<file path="src/rtl/vbar_pkg.sv">
package vbar_pkg;
  localparam int unsigned DATA_W = 32;
  localparam int unsigned OFF_W  = 12;

  typedef enum logic [2:0] {
    RG_COMMON,
    RG_ISR,
    RG_DEVICE,
    RG_NOTIFY,
    RG_NONE
  } region_e;

  typedef enum logic [1:0] {
    ST_IDLE,
    ST_FWD,
    ST_WAIT,
    ST_RSP
  } state_e;

  function automatic logic [DATA_W-1:0] lane_mask(input logic [2:0] sz);
    case (sz)
      3'd1:    lane_mask = 32'h0000_00FF;
      3'd2:    lane_mask = 32'h0000_FFFF;
      3'd3:    lane_mask = 32'h00FF_FFFF;
      default: lane_mask = 32'hFFFF_FFFF;
    endcase
  endfunction
endpackage

</file>
<file path="src/rtl/vbar_region_dec.sv">
module vbar_region_dec
  import vbar_pkg::*;
#(
  parameter int QMAX       = 4,
  parameter int STRIDE_LG2 = 16,
  parameter int ADDR_W     = 19,
  parameter int QID_W      = 2
) (
  input  logic [ADDR_W-1:0] addr_i,
  input  logic [2:0]        size_i,
  output region_e           region_o,
  output logic [OFF_W-1:0]  off_o,
  output logic [QID_W-1:0]  qid_o,
  output logic              qok_o,
  output logic              size_ok_o,
  output logic              dev_size_ok_o
);
  localparam logic [ADDR_W-1:0] ISR_BASE = ADDR_W'(32'h1000);
  localparam logic [ADDR_W-1:0] DEV_BASE = ADDR_W'(32'h2000);
  localparam logic [ADDR_W-1:0] NTF_BASE = ADDR_W'(32'h3000);
  localparam logic [ADDR_W-1:0] NTF_END  = ADDR_W'(32'h3000 + (QMAX << STRIDE_LG2));

  logic [ADDR_W-1:0] ntf_off;
  logic [ADDR_W-1:0] q_full;

  always_comb begin
    ntf_off = addr_i - NTF_BASE;
    q_full  = ntf_off >> STRIDE_LG2;
    qok_o   = (q_full < ADDR_W'(QMAX));
    qid_o   = q_full[QID_W-1:0];
    off_o   = addr_i[OFF_W-1:0];

    if (addr_i < ISR_BASE)      region_o = RG_COMMON;
    else if (addr_i < DEV_BASE) region_o = RG_ISR;
    else if (addr_i < NTF_BASE) region_o = RG_DEVICE;
    else if (addr_i < NTF_END)  region_o = RG_NOTIFY;
    else                        region_o = RG_NONE;

    size_ok_o     = (size_i != 3'd0) && (size_i <= 3'd4);
    dev_size_ok_o = (size_i == 3'd1) || (size_i == 3'd2) || (size_i == 3'd4);
  end
endmodule

</file>
<file path="src/rtl/vbar_isr.sv">
module vbar_isr #(
  parameter int ISR_W = 8
) (
  input  logic             clk,
  input  logic             rst_n,
  input  logic [ISR_W-1:0] set_i,
  input  logic             clr_i,
  output logic [ISR_W-1:0] val_o,
  output logic             irq_o
);
  logic [ISR_W-1:0] nxt;

  always_comb nxt = (clr_i ? '0 : val_o) | set_i;

  always_ff @(posedge clk) begin
    if (!rst_n) begin
      val_o <= '0;
      irq_o <= 1'b0;
    end else begin
      val_o <= nxt;
      irq_o <= |nxt;
    end
  end
endmodule

</file>
<file path="src/rtl/vbar_notify.sv">
module vbar_notify #(
  parameter int QID_W = 2
) (
  input  logic             clk,
  input  logic             rst_n,
  input  logic             fire_i,
  input  logic [QID_W-1:0] qid_i,
  output logic             pulse_o,
  output logic [QID_W-1:0] qid_o
);
  always_ff @(posedge clk) begin
    if (!rst_n) begin
      pulse_o <= 1'b0;
      qid_o   <= '0;
    end else begin
      pulse_o <= fire_i;
      if (fire_i) qid_o <= qid_i;
    end
  end
endmodule

</file>
<file path="src/rtl/vbar_decode.sv">
module vbar_decode
  import vbar_pkg::*;
#(
  parameter int QMAX       = 4,
  parameter int STRIDE_LG2 = 16,
  parameter int ISR_W      = 8,
  localparam int ADDR_W    = $clog2(2 * QMAX * (1 << STRIDE_LG2)),
  localparam int QID_W     = (QMAX > 1) ? $clog2(QMAX) : 1
) (
  input  logic              clk,
  input  logic              rst_n,
  input  logic              req_valid,
  output logic              req_ready,
  input  logic              req_write,
  input  logic [ADDR_W-1:0] req_addr,
  input  logic [2:0]        req_size,
  input  logic [31:0]       req_wdata,
  output logic              rsp_valid,
  input  logic              rsp_ready,
  output logic [31:0]       rsp_rdata,
  output logic              cm_valid,
  input  logic              cm_ready,
  output logic              cm_write,
  output logic [11:0]       cm_off,
  output logic [2:0]        cm_size,
  output logic [31:0]       cm_wdata,
  input  logic              cm_rvalid,
  input  logic [31:0]       cm_rdata,
  output logic              dv_valid,
  input  logic              dv_ready,
  output logic              dv_write,
  output logic [11:0]       dv_off,
  output logic [2:0]        dv_size,
  output logic [31:0]       dv_wdata,
  input  logic              dv_rvalid,
  input  logic [31:0]       dv_rdata,
  input  logic [ISR_W-1:0]  isr_set,
  output logic              irq_o,
  output logic              ntf_pulse,
  output logic [QID_W-1:0]  ntf_qid
);
  state_e           st;
  logic             tgt;
  logic             l_write;
  logic [OFF_W-1:0] l_off;
  logic [2:0]       l_size;
  logic [31:0]      l_wdata;
  logic [31:0]      rdata_q;

  region_e          rg;
  logic [OFF_W-1:0] d_off;
  logic [QID_W-1:0] d_qid;
  logic             d_qok, d_sok, d_dsok;

  logic             acc, fwd_cm, fwd_dv, isr_hit, isr_clr, ntf_fire;
  logic [ISR_W-1:0] isr_val;
  logic [1:0]       f_ready, f_rvalid;
  logic [31:0]      f_rdata [2];
  logic [31:0]      local_rd;

  vbar_region_dec #(
    .QMAX(QMAX), .STRIDE_LG2(STRIDE_LG2), .ADDR_W(ADDR_W), .QID_W(QID_W)
  ) u_dec (
    .addr_i(req_addr), .size_i(req_size), .region_o(rg), .off_o(d_off),
    .qid_o(d_qid), .qok_o(d_qok), .size_ok_o(d_sok), .dev_size_ok_o(d_dsok)
  );

  vbar_isr #(.ISR_W(ISR_W)) u_isr (
    .clk(clk), .rst_n(rst_n), .set_i(isr_set), .clr_i(isr_clr),
    .val_o(isr_val), .irq_o(irq_o)
  );

  vbar_notify #(.QID_W(QID_W)) u_ntf (
    .clk(clk), .rst_n(rst_n), .fire_i(ntf_fire), .qid_i(d_qid),
    .pulse_o(ntf_pulse), .qid_o(ntf_qid)
  );

  assign f_ready    = {dv_ready, cm_ready};
  assign f_rvalid   = {dv_rvalid, cm_rvalid};
  assign f_rdata[0] = cm_rdata;
  assign f_rdata[1] = dv_rdata;

  always_comb begin
    req_ready = (st == ST_IDLE);
    acc       = req_valid && req_ready;
    fwd_cm    = (rg == RG_COMMON) && d_sok;
    fwd_dv    = (rg == RG_DEVICE) && d_dsok;
    isr_hit   = (rg == RG_ISR) && (d_off == '0) && d_sok;
    isr_clr   = acc && !req_write && isr_hit;
    ntf_fire  = acc && req_write && (rg == RG_NOTIFY) && d_qok && d_sok;
    local_rd  = isr_clr ? 32'(isr_val) : 32'h0;
  end

  always_comb begin
    cm_valid  = (st == ST_FWD) && !tgt;
    dv_valid  = (st == ST_FWD) && tgt;
    cm_write  = l_write;
    dv_write  = l_write;
    cm_off    = l_off;
    dv_off    = l_off;
    cm_size   = l_size;
    dv_size   = l_size;
    cm_wdata  = l_wdata;
    dv_wdata  = l_wdata;
    rsp_valid = (st == ST_RSP);
    rsp_rdata = rdata_q;
  end

  always_ff @(posedge clk) begin
    if (!rst_n) begin
      st      <= ST_IDLE;
      tgt     <= 1'b0;
      l_write <= 1'b0;
      l_off   <= '0;
      l_size  <= '0;
      l_wdata <= '0;
      rdata_q <= '0;
    end else begin
      case (st)
        ST_IDLE: if (acc) begin
          l_write <= req_write;
          l_off   <= d_off;
          l_size  <= req_size;
          l_wdata <= req_wdata;
          if (fwd_cm || fwd_dv) begin
            tgt <= fwd_dv;
            st  <= ST_FWD;
          end else begin
            rdata_q <= local_rd;
            st      <= ST_RSP;
          end
        end
        ST_FWD:  if (f_ready[tgt]) st <= ST_WAIT;
        ST_WAIT: if (f_rvalid[tgt]) begin
          rdata_q <= l_write ? 32'h0 : (f_rdata[tgt] & lane_mask(l_size));
          st      <= ST_RSP;
        end
        default: if (rsp_ready) st <= ST_IDLE;
      endcase
    end
  end
endmodule

</file>
<file path="config.mk">
export PLATFORM = sky130hd
export DESIGN_NAME = vbar_decode
export DESIGN_NICKNAME = d
export VERILOG_FILES = /design/src/rtl/vbar_pkg.sv /design/src/rtl/vbar_region_dec.sv /design/src/rtl/vbar_isr.sv /design/src/rtl/vbar_notify.sv /design/src/rtl/vbar_decode.sv
export SDC_FILE = /design/constraint.sdc
export NUM_CORES = 1
export LEC_CHECK = 0
export BUFFER_PORTS_ARGS = -buffer_cell sky130_fd_sc_hd__buf_2
export CAP_MARGIN = 15
export CORE_UTILIZATION = 40
export DETAILED_ROUTE_END_ITERATION = 10
export GPL_ROUTABILITY_DRIVEN = 0
export PLACE_DENSITY = 0.81
export SETUP_SLACK_MARGIN = 0.4
export SLEW_MARGIN = 20
export SYNTH_ARGS = -nofsm -noshare
export SYNTH_HDL_FRONTEND = slang
export SYNTH_HIERARCHICAL = 1
export SYNTH_SLANG_ARGS = --single-unit
</file>
<file path="constraint.sdc">
create_clock -name clk -period 2.41 [get_ports clk]
set_input_delay 0.241 -clock clk [delete_from_list [all_inputs] [get_ports clk]]
set_output_delay 0.241 -clock clk [all_outputs]
set_load 0.1 [all_outputs]
</file>
==> impl_metrics.sql, run 1 <==
INSERT INTO impl_metrics (metric_group, metric, value, unit) VALUES
('status', 'status', 'completed', ''),
('critical_path', 'slowest_delay', '0.43', 'ns'),
('critical_path', 'reg2reg_to', 'u_isr/val_o[0]', ''),
('clock_tree', 'insertion_delay', '0.34', 'ns'),
('sta', 'setup_violations', '0', ''),
('place', 'hpwlAfterDp', '10.13', 'mm'),
('clock_tree', 'clk_root_buffer_cell', 'sky130_fd_sc_hd__clkbuf_16', ''),
('min_path', 'min-delay-path-class', 'input port to flop', ''),
('yosys', 'synthDistinctLibCells', '50', ''),
('cells_and_area', 'antenna_cells', '0', ''),
('global_route', 'via_count_of_the_first_global_routing_pass', '4200', ''),
('sta', 'timing.max_slew.rel_slack', '53.85', '%'),
('routing', 'wl_per_cell', '14.88', 'um'),
('critical_path', 'crit_end', 'rsp_rdata[30]', ''),
('clock_tree', 'cts_inserted_buffers', '9', ''),
('clock_tree', 'cts_hold_buffers', '0', ''),
('critical_path', 'cp_data_required_time', '2.69', 'ns'),
('yosys', 'yosys_warnings', '6', ''),
('critical_path', 'worstPathMaxFanout', '8', ''),
('cells_and_area', 'fill_cells', '1144', ''),
('critical_path', 'crit_chain', 'buf_6, a2111o_1, o21ai_2, o31a_4, mux2_4, a32oi_4, and2_4, clkbuf_16, a31o_4', ''),
('global_route', 'overflow', '0', ''),
('sta', 'clock_tree_skew_after_final_layout', '0.009306', 'ns'),
('critical_path', 'cp_data_arrival_time', '2.32', 'ns'),
('clock_tree', 'clock_transition_at_the_registers_of_the_reported_paths', '0.07', 'ns'),
('global_route', 'groute.usage.overall', '20.85', '%'),
('cells_and_area', 'area_overhead_of_the_layout_relative_to_synthesis', '35.95', '%'),
('yosys', 'synth_cells', '568', ''),
('routing', 'drc', '0', ''),
('cells_and_area', 'most-common-layout-cells', 'sky130_fd_sc_hd__buf_2 (267), sky130_fd_sc_hd__nand2_1 (125), sky130_fd_sc_hd__dfxtp_1 (94)', ''),
('critical_path', 'timing.critical_path.from', 'req_addr[12]', ''),
('critical_path', 'timing.critical_path.slowest_stage_cell', 'sky130_fd_sc_hd__a2111o_1', ''),
('place', 'placed_cell_area', '6123', 'um^2'),
('place', 'numPortBuffers', '270', ''),
('global_route', 'antenna_violations_before_repair', '0', ''),
('cells_and_area', 'most_common_cell_after_layout_fill_and_taps_aside', 'sky130_fd_sc_hd__buf_2', ''),
('routing', 'avgViaCountPerCell', '4.914', ''),
('clock_tree', 'clockBufferDepth', '2', ''),
('yosys', 'syn_nets', '709', ''),
('flow_run', 'max-cap-violations', '0', ''),
('clock_tree', 'cts_tree', 'done', ''),
('sta', 'timing.final.crit_period', '2.036', 'ns'),
('critical_path', 'reg2reg_slack', '0.49', 'ns'),
('sta', 'rsz_0062_raised_after_global_routing', 'true', ''),
('sta', 'hold_vio_cnt_final', '0', ''),
('floorplanning', 'die-height', '113.5', 'um'),
('sta', 'worst-slew-pin-transition', '0.6835', 'ns'),
('yosys', 'syn_avg_cell_area', '8.750', 'um^2'),
('yosys', 'async_set_or_reset_flop_fraction_in_the_synthesized_netlist', '0', '%'),
('sta', 'final_ws_setup', '0.3745', 'ns'),
('routing', 'vias', '4678', ''),
('sta', 'fmax', '491.3', 'MHz'),
('floorplanning', 'floorplan.die.width', '113.5', 'um'),
('critical_path', 'reg2reg_depth', '7', ''),
('critical_path', 'worst_r2r_start', 'st[1]', ''),
('yosys', 'edff_count_synth', '0', ''),
('cells_and_area', 'finalInstanceArea', '6756', 'um^2'),
('routing', 'detail-route-antenna-nets', '0', ''),
('floorplanning', 'initial_utilization', '41.20', '%'),
('yosys', 'synthesis.area', '4970', 'um^2'),
('cells_and_area', 'utilization', '56.02', '%'),
('critical_path', 'worstSetupPathType', 'input port to flop', ''),
('routing', 'drt-total-wl', '14.16', 'mm'),
('sta', 'finalCritPeriodShare', '84.46', '%'),
('clock_tree', 'clock_sink_count', '95', ''),
('global_route', 'wire_length_of_the_first_global_routing_pass', '20.85', 'mm'),
('place', 'place_worst_setup_slack', '-0.03740', 'ns'),
('critical_path', 'critical_path_cell_count', '9', ''),
('floorplanning', 'core_area', '12060', 'um^2'),
('floorplanning', 'top_level_ports', '271', ''),
('power', 'maximum_resistive_drop_on_vdd', '0.7799', 'mV');
## metrics by stage
stage	std cells	hold WS, ns	power, mW	setup TNS [ns]
finish	952	0.1344	8.308	0
CTS	949	0.1237	8.165	0
floorplan	568	0.3648	6.016	0
global placement	929	0.4421	6.599	0
global route	952	0.1345	8.659	0
detailed placement	929	0.4463	6.639	-0.2542
## metal layers
layer | vias up | global-route usage (%) | part of all wire (%)
met2 | 192 | 38.01 | 52
li1 | 2320 | - | -
met4 | 0 | 8.860 | 1.5
met5 | - | 0 | 0
met1 | 2151 | 24.16 | 42
met3 | 15 | 3.188 | 4.9
## registers in the layout (all words and copies together) (netlist names)
register and cells:
cm_wdata 32, tgt 1, cm_write 1, st 2, cm_off 12, cm_size 3, u_isr/irq_o 1, rsp_rdata 32
u_ntf/pulse_o 1, u_isr/val_o 8, u_ntf/qid_o 2
## how the worst min path moves through the flow
stage	endpoint	cells after the start	slack [ns]	start
floorplan	u_isr/val_o[0]	1	0.36	isr_set[0]
global placement	rsp_rdata[12]	2	0.44	rsp_rdata[12]
detailed placement	rsp_rdata[11]	2	0.45	rsp_rdata[11]
CTS	u_isr/val_o[4]	2	0.12	isr_set[4]
global route	u_isr/val_o[4]	2	0.13	isr_set[4]
finish	u_isr/val_o[4]	2	0.13	isr_set[4]
## where the power goes
| part | internal, mW | switching, mW | total, mW |
|---|---|---|---|
| combinational | 1.01 | 3.85 | 4.86 |
| clock | 0.837 | 0.588 | 1.42 |
| sequential | 1.83 | 0.193 | 2.02 |
| total | 3.68 | 4.63 | 8.31 |
## kinds of logic (layout without fill, tap and decap cells)
kind of cell / Yosys count / count (layout) / share of synthesized area, %
adder cells (fa/ha/maj): 6 / 6 / 1.511
multiplexers: 39 / 39 / 8.484
XOR/XNOR: 4 / 4 / 0.7051
AO/OA/AOI/OAI: 131 / 131 / 19.16
buffers and inverters: 100 / 315 / 12.74
AND/OR/NAND/NOR: 193 / 194 / 19.13
flip-flops: 95 / 95 / 38.27
## cell type report
type / count / area [um^2] / share of cell area (%)
multi-input cells: 374 / 2656 / 39.31
inverters: 5 / 18.77 / 0.2778
clock buffers: 12 / 246.5 / 3.648
flip-flops and latches: 95 / 1903 / 28.17
clock inverters: 4 / 55.05 / 0.8148
well taps: 168 / 210.2 / 3.111
repair buffers: 294 / 1667 / 24.67
## what timing repair did
action                                  CTS  global route
cloned                                    2             2
pin swaps                                 1            16
endpoints found under the setup margin   42            43
gates resized for setup                  13            38
hold endpoints to repair                  0             0
buffers inserted                          2             1
## cells in the mapped netlist (3+ instances only)
cell type	n	area, um^2
sky130_fd_sc_hd__clkbuf_1	22	82.58
sky130_fd_sc_hd__mux2i_1	14	140.1
sky130_fd_sc_hd__buf_2	8	40.04
sky130_fd_sc_hd__a31o_2	14	122.6
sky130_fd_sc_hd__inv_1	4	15.01
sky130_fd_sc_hd__nor2_1	6	22.52
sky130_fd_sc_hd__nand4_1	16	100.1
sky130_fd_sc_hd__ha_1	6	75.07
sky130_fd_sc_hd__buf_4	62	465.5
sky130_fd_sc_hd__a21boi_0	49	367.9
sky130_fd_sc_hd__nand2_1	126	473.0
sky130_fd_sc_hd__nor2b_1	13	81.33
sky130_fd_sc_hd__or2_2	9	56.30
sky130_fd_sc_hd__and2_1	3	18.77
sky130_fd_sc_hd__mux2_2	25	281.5
sky130_fd_sc_hd__a22oi_1	8	60.06
sky130_fd_sc_hd__a31oi_1	10	62.56
sky130_fd_sc_hd__o21ai_0	10	50.05
sky130_fd_sc_hd__o21a_1	9	67.56
sky130_fd_sc_hd__dfxtp_1	95	1902
sky130_fd_sc_hd__xnor2_1	3	26.28
sky130_fd_sc_hd__a21oi_1	19	95.09
## worst reg2reg max path, delay by kind of cell, from the launching register on
kind | cells | cell delay (ns)
buffers and inverters | 1 | 0.14
AO/OA/AOI/OAI | 1 | 0.16
adder cells (fa/ha/maj) | 1 | 0.23
flip-flops | 1 | 0.36
AND/OR/NAND/NOR | 4 | 0.94
Power figures use the tool's default switching activity.
==> run 2, diff against run 1 <==
==> constraint.sdc (replaced) <==
create_clock -name clk -period 1.87 [get_ports clk]
set_input_delay 0.187 -clock clk [delete_from_list [all_inputs] [get_ports clk]]
set_output_delay 0.187 -clock clk [all_outputs]
set_load 0.1 [all_outputs]
==> impl_metrics.sql, run 2 (same netlist as run 1, synthesis figures left out) <==
INSERT INTO impl_metrics (metric_group, metric, value, unit) VALUES
('sta', 'timing.max_slew.rel_slack', '63.57', '%'),
('critical_path', 'crit_family', 'compound AO/OA/AOI/OAI gates', ''),
('critical_path', 'worst_r2r_start', 'st[0]', ''),
('floorplanning', 'top_level_ports', '271', ''),
('power', 'total_leakage_power', '3.589', 'nW'),
('sta', 'finalCritPeriodShare', '104.0', '%'),
('clock_tree', 'clk_root_buffer_cell', 'sky130_fd_sc_hd__clkbuf_16', ''),
('critical_path', 'crit_path_end_kind', 'flop', ''),
('global_route', 'overflow', '0', ''),
('clock_tree', 'cts_tree', 'done', ''),
('place', 'hpwlAfterDp', '10.20', 'mm'),
('sta', 'rsz_0062_raised_after_global_routing', 'true', ''),
('clock_tree', 'cts_inserted_buffers', '9', ''),
('routing', 'avgViaCountPerCell', '4.921', ''),
('floorplanning', 'placement_rows', '40', ''),
('critical_path', 'reg2reg_slack', '0.03', 'ns'),
('sta', 'final_max_slew_viol_count', '0', ''),
('place', 'numPortBuffers', '270', ''),
('clock_tree', 'cts_hold_buffers', '0', ''),
('clock_tree', 'clock_sink_count', '95', ''),
('global_route', 'wire_length_of_the_first_global_routing_pass', '21.96', 'mm'),
('clock_tree', 'clock_transition_at_the_registers_of_the_reported_paths', '0.07', 'ns'),
('critical_path', 'cp_data_arrival_time', '2.24', 'ns'),
('global_route', 'grt_max_degree', '49', ''),
('clock_tree', 'clockBufferDepth', '2', ''),
('floorplanning', 'die_area', '12870', 'um^2'),
('power', 'pwr_density_cell', '1603', 'nW/um^2'),
('min_path', 'worstHoldEndpoint', 'cm_wdata[5]', ''),
('critical_path', 'crit_chain', 'buf_6, a2111o_1, o21ai_2, o31a_4, mux2_4, a32oi_4, and2_4, clkbuf_16, a31o_2', ''),
('critical_path', 'cp_num_buf_inv', '2', ''),
('cells_and_area', 'most_common_cell_after_layout_fill_and_taps_aside', 'sky130_fd_sc_hd__buf_2', ''),
('cells_and_area', 'area_overhead_of_the_layout_relative_to_synthesis', '53.37', '%'),
('status', 'failed_checks', 'setup timing', ''),
('global_route', 'antenna_violations_before_repair', '2', ''),
('critical_path', 'reg2reg_to', 'rsp_rdata[20]', ''),
('critical_path', 'slowest_delay', '0.42', 'ns'),
('min_path', 'hp-start', 'req_wdata[5]', ''),
('floorplanning', 'floorplan.die.width', '113.5', 'um'),
('sta', 'hold_vio_cnt_final', '0', ''),
('critical_path', 'worstPathMaxFanout', '7', ''),
('critical_path', 'cp-start-kind', 'input port', ''),
('cells_and_area', 'fin_nets', '951', ''),
('routing', 'wl_per_cell', '15.20', 'um'),
('sta', 'timing.final.crit_period', '1.944', 'ns'),
('sta', 'final_ws_setup', '-0.07439', 'ns'),
('critical_path', 'reg2reg_depth', '6', ''),
('sta', 'setup_violations', '41', ''),
('routing', 'detailedRoute.firstPassIterationCount', '6', ''),
('routing', 'drc', '0', ''),
('min_path', 'min-delay-path-class', 'input port to flop', ''),
('global_route', 'via_count_of_the_first_global_routing_pass', '4346', ''),
('critical_path', 'worstSetupPathType', 'input port to flop', ''),
('clock_tree', 'htree_levels', '3', ''),
('routing', 'drt-total-wl', '14.95', 'mm'),
('min_path', 'min_delay_path_depth', '3', ''),
('floorplanning', 'core_area', '12060', 'um^2'),
('sta', 'fmax', '514.3', 'MHz'),
('routing', 'drt_iter0_markers', '251', ''),
('routing', 'detail-route-antenna-nets', '0', ''),
('flow_run', 'max-cap-violations', '0', ''),
('sta', 'finalSetupTns', '-1.718', 'ns'),
('power', 'maximum_resistive_drop_on_vdd', '1.067', 'mV'),
('critical_path', 'cp_data_required_time', '2.16', 'ns'),
('global_route', 'groute.usage.overall', '21.77', '%'),
('routing', 'vias', '4842', ''),
('critical_path', 'timing.critical_path.slowest_stage_cell', 'sky130_fd_sc_hd__a2111o_1', ''),
('place', 'place_worst_setup_slack', '-0.4691', 'ns'),
('cells_and_area', 'most-common-layout-cells', 'sky130_fd_sc_hd__buf_2 (263), sky130_fd_sc_hd__nand2_1 (78), sky130_fd_sc_hd__dfxtp_2 (49)', ''),
('cells_and_area', 'fill_cells', '999', ''),
('power', 'power', '12.22', 'mW'),
('sta', 'worst-slew-pin-transition', '0.5312', 'ns'),
('floorplanning', 'initial_utilization', '41.20', '%'),
('floorplanning', 'die-height', '113.5', 'um'),
('cells_and_area', 'proportion_of_layout_cells_with_a_drive_suffix_above_1', '67.36', '%'),
('sta', 'clock_tree_skew_after_final_layout', '0.005142', 'ns'),
('sta', 'final.hold.worst_slack', '0.07245', 'ns'),
('clock_tree', 'insertion_delay', '0.34', 'ns'),
('status', 'status', 'complete, but fails checks', '');
## run 2: cell count changes in the layout (fill, tap and decap cells not counted), sizes merged
| cell | delta |
|---|---|
| diode | +1 |
| clkinv | +1 |
| buf | +28 |
| clkbuf | +2 |
| inv | -1 |
| bufinv | +1 |
## run 2: stage by stage
step	util [%]	cells	area, um^2
2_1_floorplan	-	568	5205
3_3_place_gp	52.49	940	6331
3_5_place_dp	52.49	940	6331
4_1_cts	59.16	971	7136
5_1_grt	63.20	984	7622
6_report	63.20	984	7622
## run 2: area by class of cell
type | instances | area [um^2] | area share, %
repair buffers | 325 | 2127 | 27.91
clock inverters | 5 | 81.33 | 1.067
clock buffers | 11 | 242.7 | 3.185
well taps | 168 | 210.2 | 2.758
inverters | 5 | 31.28 | 0.4104
flip-flops and latches | 95 | 1971 | 25.85
multi-input cells | 374 | 2957 | 38.79
diodes | 1 | 2.502 | 0.03283
## run 2: how the worst max path moves through the flow
stage	startpoint	endpoint	slack, ns	cells after the start
3_3_place_gp	req_addr[13]	rsp_rdata[13]	-0.41	9
6_report	req_addr[13]	rsp_rdata[20]	-0.07	9
4_1_cts	req_addr[17]	u_isr/irq_o	-0.03	8
3_5_place_dp	req_addr[13]	rsp_rdata[13]	-0.47	9
2_1_floorplan	req_addr[17]	u_isr/irq_o	-0.37	7
5_1_grt	req_addr[17]	u_isr/irq_o	-0.13	8
## run 2: timing repair
item,CTS,global route
pin swaps,80,53
gates cloned,1,10
setup endpoints to repair,99,98
gates resized for setup,89,81
buffers inserted,14,2
## run 2: tightest hold or removal path: cells and delay by family
kind | cells | cell delay [ns]
buffers and inverters | 1 | 0.10
AND/OR/NAND/NOR | 1 | 0.04
AO/OA/AOI/OAI | 1 | 0.04
## run 2: power breakdown
group	internal (mW)	switching, mW	leakage, nW
Clock	1.21	0.787	0.156
Combinational	2.17	5.42	2.63
Sequential	2.40	0.232	0.799
## run 2: routing by layer
layer / global-route usage (%) / wire, um / vias up
li1: - / - / 2383
met1: 26.38 / 6275 / 2258
met2: 38.29 / 7717 / 179
met3: 3.879 / 671 / 20
met4: 8.333 / 272 / 2
met5: 0 / 17 / -
